==> config.mk <==
export PLATFORM = sky130hd
export DESIGN_NAME = spi_sck_divider
export DESIGN_NICKNAME = d
export VERILOG_FILES = /design/src/rtl/sckdiv_pkg.sv /design/src/rtl/sckdiv_ctrl.sv /design/src/rtl/sckdiv_dp.sv /design/src/rtl/spi_sck_divider.sv
export SDC_FILE = /design/constraint.sdc
export NUM_CORES = 1
export LEC_CHECK = 0
export BUFFER_PORTS_ARGS = -buffer_cell sky130_fd_sc_hd__buf_2
export CORE_MARGIN = 2
export CORE_UTILIZATION = 54
export DETAILED_ROUTE_END_ITERATION = 7
export PLACE_DENSITY = 0.79
export SYNTH_ARGS = -nofsm -noshare
export SYNTH_HDL_FRONTEND = slang
export SYNTH_SLANG_ARGS = --single-unit
export TNS_END_PERCENT = 50
==> constraint.sdc <==
create_clock -name clk -period 2 [get_ports clk]
set_input_delay 0.4 -clock clk [delete_from_list [all_inputs] [get_ports clk]]
set_output_delay 0.4 -clock clk [all_outputs]
set_load 0.005 [all_outputs]
==> src/rtl/sckdiv_pkg.sv <==
package sckdiv_pkg;
  localparam int SCK_CFG_W = 8;
  localparam int SCK_SPR_W = 4;
  localparam int SCK_PRE_W = 3;
  // largest divisor is (2^SPR_W - 1) << (2^PRE_W - 1)
  localparam int SCK_DIV_W = SCK_SPR_W + (1 << SCK_PRE_W) - 1;

  // control -> datapath strobes and the active timing values
  typedef struct packed {
    logic                 active;
    logic [SCK_DIV_W-1:0] div;
    logic [SCK_DIV_W-1:0] half;
  } sckCtl_t;
endpackage

==> src/rtl/sckdiv_ctrl.sv <==
module sckdiv_ctrl
  import sckdiv_pkg::*;
#(
  parameter int CFG_W     = SCK_CFG_W,
  parameter int SPR_W     = SCK_SPR_W,
  parameter int PRE_W     = SCK_PRE_W,
  parameter int DIV_W     = SCK_DIV_W,
  parameter int PRE0_BIT  = 4,
  parameter int PREHI_LSB = 6,
  parameter int LEG_TAG   = 4
) (
  input  logic             clk,
  input  logic             rstN,
  input  logic             extMode,
  input  logic [CFG_W-1:0] cfgByte,
  input  logic             runEn,
  input  logic             periodEnd,
  output sckCtl_t          ctl,
  output logic             cfgBad
);
  localparam logic [SPR_W-1:0] LEG_MIN = SPR_W'(2);
  localparam logic [DIV_W-1:0] DIV_MAX = DIV_W'(((1 << SPR_W) - 1) << ((1 << PRE_W) - 1));

  logic [SPR_W-1:0] extScalar;
  logic [PRE_W-1:0] extPow;
  logic [DIV_W-1:0] extDiv, legDiv, newDiv;
  logic             extBad, legBad, newBad;
  logic             unusedCfg;

  assign extScalar = cfgByte[SPR_W-1:0];
  assign extPow    = {cfgByte[PREHI_LSB +: PRE_W-1], cfgByte[PRE0_BIT]};
  assign extDiv    = DIV_W'(extScalar) << extPow;
  assign extBad    = (extScalar == '0);
  assign legDiv    = DIV_W'({cfgByte[SPR_W-1:0], 1'b0});
  assign legBad    = !cfgByte[LEG_TAG] || (cfgByte[SPR_W-1:0] < LEG_MIN);
  assign unusedCfg = cfgByte[5];

  always_comb begin
    if (extMode) begin
      newDiv = extDiv;
      newBad = extBad;
    end else begin
      newDiv = legDiv;
      newBad = legBad;
    end
  end

  logic             runQ, activeBad, active, loadNow;
  logic [DIV_W-1:0] activeDiv;

  assign active  = runQ && !activeBad;
  assign loadNow = !active || periodEnd;

  always_ff @(posedge clk) begin
    if (!rstN) begin
      runQ      <= 1'b0;
      activeDiv <= DIV_W'(1);
      activeBad <= 1'b0;
    end else begin
      runQ <= runEn;
      if (loadNow) begin
        activeDiv <= newDiv;
        activeBad <= newBad;
      end
    end
  end

  assign ctl.active = active;
  assign ctl.div    = activeDiv;
  assign ctl.half   = activeDiv >> 1;
  assign cfgBad     = activeBad;

  // loaded divisor stays put inside a running period
  p_cfg_hold_r6: assert property (@(posedge clk) disable iff (!rstN)
    (active && !periodEnd) |=> $stable(activeDiv));
  // an accepted divisor is within the legal span
  p_div_range_r1: assert property (@(posedge clk) disable iff (!rstN)
    active |-> (activeDiv != '0 && activeDiv <= DIV_MAX));
endmodule

==> src/rtl/sckdiv_dp.sv <==
module sckdiv_dp
  import sckdiv_pkg::*;
#(
  parameter int DIV_W = SCK_DIV_W
) (
  input  logic    clk,
  input  logic    rstN,
  input  sckCtl_t ctl,
  output logic    periodEnd,
  output logic    sck,
  output logic    sckRise,
  output logic    sckFall
);
  localparam logic [DIV_W-1:0] ONE = DIV_W'(1);

  logic [DIV_W-1:0] cnt;

  assign periodEnd = ctl.active && (cnt == ctl.div - ONE);

  always_ff @(posedge clk) begin
    if (!rstN) cnt <= '0;
    else if (ctl.active && !periodEnd) cnt <= cnt + ONE;
    else cnt <= '0;
  end

  assign sck     = ctl.active && (cnt < ctl.half);
  assign sckRise = ctl.active && (cnt == '0);
  assign sckFall = ctl.active && (cnt == ctl.half);

  // counter never walks past the loaded divisor
  p_cnt_range_r4: assert property (@(posedge clk) disable iff (!rstN)
    ctl.active |-> (cnt < ctl.div));
  // a lone rise strobe is seen with sck high, a fall strobe with sck low
  p_rise_high_r4: assert property (@(posedge clk) disable iff (!rstN)
    (sckRise && !sckFall) |-> sck);
  p_fall_low_r4: assert property (@(posedge clk) disable iff (!rstN)
    sckFall |-> !sck);
  // nothing moves while idle
  p_idle_quiet_r7: assert property (@(posedge clk) disable iff (!rstN)
    !ctl.active |-> (!sck && !sckRise && !sckFall));
endmodule

==> src/rtl/spi_sck_divider.sv <==
module spi_sck_divider
  import sckdiv_pkg::*;
(
  input  logic       clk,
  input  logic       rstN,
  input  logic       extMode,
  input  logic [7:0] cfgByte,
  input  logic       runEn,
  output logic       sck,
  output logic       sckRise,
  output logic       sckFall,
  output logic       cfgBad
);
  sckCtl_t ctl;
  logic    periodEnd;

  sckdiv_ctrl u_ctrl (
    .clk(clk), .rstN(rstN), .extMode(extMode), .cfgByte(cfgByte),
    .runEn(runEn), .periodEnd(periodEnd), .ctl(ctl), .cfgBad(cfgBad)
  );

  sckdiv_dp u_dp (
    .clk(clk), .rstN(rstN), .ctl(ctl), .periodEnd(periodEnd),
    .sck(sck), .sckRise(sckRise), .sckFall(sckFall)
  );

  // an illegal setting keeps the serial clock parked
  p_bad_parked_r3: assert property (@(posedge clk) disable iff (!rstN)
    cfgBad |-> (!sck && !sckRise && !sckFall));
  // both strobes together only for divide-by-1, with sck low
  p_div1_low_r5: assert property (@(posedge clk) disable iff (!rstN)
    (sckRise && sckFall) |-> !sck);
endmodule

==> qor.csv <==
stage;metric;value;unit
outcome;status;finished, violations left;
outcome;failing checks;negative setup slack;
drt;# DRC;0;
timing;relative max-transition margin;65.37;%
worst_setup_path;Worst R2R Path Depth;6;
worst_setup_path;Worst Path Required;1.60;ns
worst_setup_path;Worst R2R Start;u_ctrl.activeDiv[2];
final_layout;fin nets;293;
timing;max-slew violations;0;
timing;final setup margin;-0.2883;ns
placement;number of port buffers;14;
global_route;first-pass GRT wire length;7631;um
worst_setup_path;CP Capture Point;sck;
worst_setup_path;critical path type;reg -> out;
logic_synthesis;Synth Area in Compound Gates;14.22;%
worst_setup_path;crit path launch;u_dp.cnt[8];
final_layout;diodes inserted;0;
clock_network;TritonCTS clock tree;yes;
worst_setup_path;critical path endpoint category;primary output;
logic_synthesis;Ys Warns;0;
logic_synthesis;post-synthesis mux area share;7.641;%
final_layout;Post-Layout Cell Count;313;
worst_setup_path;crit path DAT;1.89;ns
clock_network;Clock Latency Late Sink;0.33;ns
worst_setup_path;CP Launch Type;flop;
clock_network;TritonCTS Buffers;3;
timing;fin crit period;2.288;ns
logic_synthesis;Syn Nets;262;
power;internal power;0.7655;mW
timing;Final Hold Viols;0;
logic_synthesis;Mapped Area;1883;um2
global_route;met2 Track Usage GR;41.49;%
clock_network;hold buffers post-CTS;0;
placement;DP HPWL;3199;um
floorplan;row count;21;
logic_synthesis;Yosys cell types;51;
drt;wire per inst;15.16;um
power;share of power burned in registers;45.8;%
worst_hold_path;Hold Path Class;in -> reg;
power;Leak;0.9509;nW
floorplan;Die Width;63.05;um
floorplan;Starting Density;56.43;%
timing;FMAX;437.0;MHz
placement;Placed Cells;306;
floorplan;IO Count;16;
global_route;vias in the first global route;1742;
drt;routed vias/inst;5.760;
logic_synthesis;part of the Yosys area used for sequential elements;25.51;%
global_route;busiest layer in global routing;met2;
logic_synthesis;Syn Area/Cell;7.945;um2
global_route;met1 track demand over resource;29.19;%
clock_network;# H-tree levels;1;
timing;setup TNS;-0.4539;ns
logic_synthesis;Post-Synthesis Cells;237;
logic_synthesis;post-synthesis xor/xnor area fraction;11.10;%
global_route;initial antenna violation count;0;
logic_synthesis;EDFF count, synth;0;
power;Combinational Power Share;30.3;%
timing;post-route clock period utilization;114.4;%
final_layout;area grow syn2layout;26.38;%
power;Worst VDD drop;0.0002936;V
global_route;largest net degree at the start of global routing;20;
floorplan;die area;3975;um2
final_layout;layout filler cell count;249;
clock_network;clk sink count;24;
clock_network;worst-case clock buffer depth;2;
logic_synthesis;adder-cell share of the synthesized area;8.638;%
power;Cell Pwr Density;472.7;nW/um2
logic_synthesis;Post-Synth Simple-Gate Area;24.92;%
logic_synthesis;Top FF cell, synth;dfxtp_1;
drt;initial DRC count;89;
logic_synthesis;Synth async-reset ratio;0;%
power;NetSw;0.3594;mW
worst_setup_path;reg-to-reg slack, setup;0;ns
run;max_cap viols;0;
drt;final WL;4746;um
timing;RSZ-0062 raised after global routing;yes;
timing;Worst-Margin Slew;0.5158;ns
power;sw frac;31.95;%
power;total power;1.125;mW
worst_setup_path;CP Max Fanout;2;
global_route;M3 GR Usage;3.571;%
drt;antenna viol nets, final;0;
logic_synthesis;largest family of logic cells by synthesized area;simple AND/OR/NAND/NOR gates;
timing;final hold slack;0.2684;ns
floorplan;core box area;3337;um2
global_route;total overflow reported by the global router;0;
timing;Setup Skew;0.008355;ns
logic_synthesis;Synth Register Bits;24;
timing;setup violators final;4;
power;clock power share;23.8;%
worst_setup_path;R2R Path End;u_ctrl.activeDiv[0];
placement;RD Place Congestion;0.9043;
floorplan;die height;63.05;um
drt;first-pass detailed-route iteration total;4;
global_route;gr usage total;23.92;%
clock_network;CTS root buf;clkbuf_4;
final_layout;share of layout cells above drive strength 1;33.71;%
clock_network;clk slew on worst S/H paths;0.14;ns
drt;routed via count;1803;
flip-flops by register name, indices dropped and copies added, names as in the netlist:
register and count:
u_ctrl.activeDiv 11, u_dp.cnt 11, u_ctrl.cfgBad 1, u_ctrl.runQ 1
cell type report:
cell class / instances / area [um2] / area share [%]
inverter: 20 / 75.07 / 3.155
timing repair buffer: 41 / 280.3 / 11.78
tap: 46 / 57.56 / 2.419
sequential: 24 / 498.0 / 20.93
multi-input combinational: 178 / 1433 / 60.20
clock buffer: 4 / 36.28 / 1.525
critical path, stage by stage, from the launching register on:
cell and delay [ns]:
dfxtp_2 0.37, ha_4 0.23, a21o_1 0.21, a2111oi_4 0.29, nand2_1 0.11, a31oi_1 0.20
buf_2 0.15
per-stage QoR:
| step | worst slack, ns | utilization (%) | area, um2 |
|---|---|---|---|
| 6_report | -0.2883 | 71.32 | 2380 |
| 4_1_cts | -0.2096 | 68.02 | 2270 |
| 3_5_place_dp | -0.09346 | 64.00 | 2136 |
| 3_3_place_gp | -0.07504 | 64.00 | 2136 |
| 2_1_floorplan | 0.06365 | - | 1883 |
| 5_1_grt | -0.3221 | 71.32 | 2380 |
cells by family (layout without fill, tap and decap cells):
kind of cell	count (synthesis)	in the layout
adder cells (fa/ha/maj)	13	13
buffers and inverters	36	65
multiplexers	14	14
AND/OR/NAND/NOR	92	92
AO/OA/AOI/OAI	35	36
XOR/XNOR	23	23
flip-flops	24	24
cells in the mapped netlist (2+ instances only):
cell type / n / share of area, %
nor2b_1: 3 / 1.0
buf_2: 4 / 1.1
nor3_1: 7 / 1.9
clkbuf_1: 8 / 1.6
xnor2_1: 13 / 6.0
inv_1: 20 / 4.0
or2_2: 3 / 1.0
o22ai_1: 2 / 0.66
mux2i_1: 11 / 5.8
nor4_2: 2 / 1.3
dfxtp_1: 24 / 26
a211o_1: 2 / 0.93
o21ai_0: 9 / 2.4
and2_1: 2 / 0.66
a2111oi_0: 2 / 0.93
a31oi_1: 5 / 1.7
nand3_1: 12 / 3.2
ha_1: 13 / 8.6
a21oi_1: 3 / 0.80
mux2_2: 2 / 1.2
nor2_1: 21 / 4.2
clkbuf_2: 2 / 0.53
nand4_1: 4 / 1.3
nand2_1: 26 / 5.2
xor2_1: 9 / 4.2
nand2b_1: 3 / 1.0
power groups by stage:
stage               Combinational [mW]  Sequential, mW  Clock (mW)
floorplan                        0.195           0.515           0
finish                           0.341           0.516       0.268
detailed placement               0.269           0.521           0
CTS                              0.289           0.513       0.269
global route                     0.371           0.518       0.290
global placement                 0.264           0.520           0
layout by cell type (no fill, tap or decap), drive strengths merged, types with 2 or more instances in the layout:
cell / count
buf: 41
nand2: 26
dfxtp: 24
nor2: 21
inv: 20
xnor2: 13
ha: 13
nand3: 12
mux2i: 11
xor2: 10
o21ai: 9
nor3: 8
a31oi: 6
nand4: 4
clkbuf: 4
nor2b: 3
nand2b: 3
a21oi: 3
or2: 3
mux2: 3
a2111oi: 3
nor4: 3
a211o: 2
a31o: 2
o22ai: 2
and2: 2
layer usage:
metal | part of all wire (%) | up-vias
met2 | 48 | 55
li1 | - | 879
met5 | 0 | -
met3 | 4.7 | 17
met1 | 44 | 852
met4 | 3.5 | 0
worst min path at each step:
stage,start,end,slack [ns],cells after the start
after floorplan,u_dp.cnt[0],u_dp.cnt[0],0.46,1
after global placement,u_ctrl.activeDiv[2],u_ctrl.activeDiv[2],0.52,2
after detailed placement,u_ctrl.activeDiv[2],u_ctrl.activeDiv[2],0.52,2
after CTS,runEn,u_ctrl.runQ,0.27,2
after global routing,runEn,u_ctrl.runQ,0.29,2
final,runEn,u_ctrl.runQ,0.27,2
repair_timing:
action                     in CTS  in global routing
gates cloned                    0                  1
gates resized for setup        25                 21
pin swaps                      20                  5
setup endpoints to repair      11                 25
setup buffers                   3                  0
Note: power is estimated with default switching activity, not from simulation.
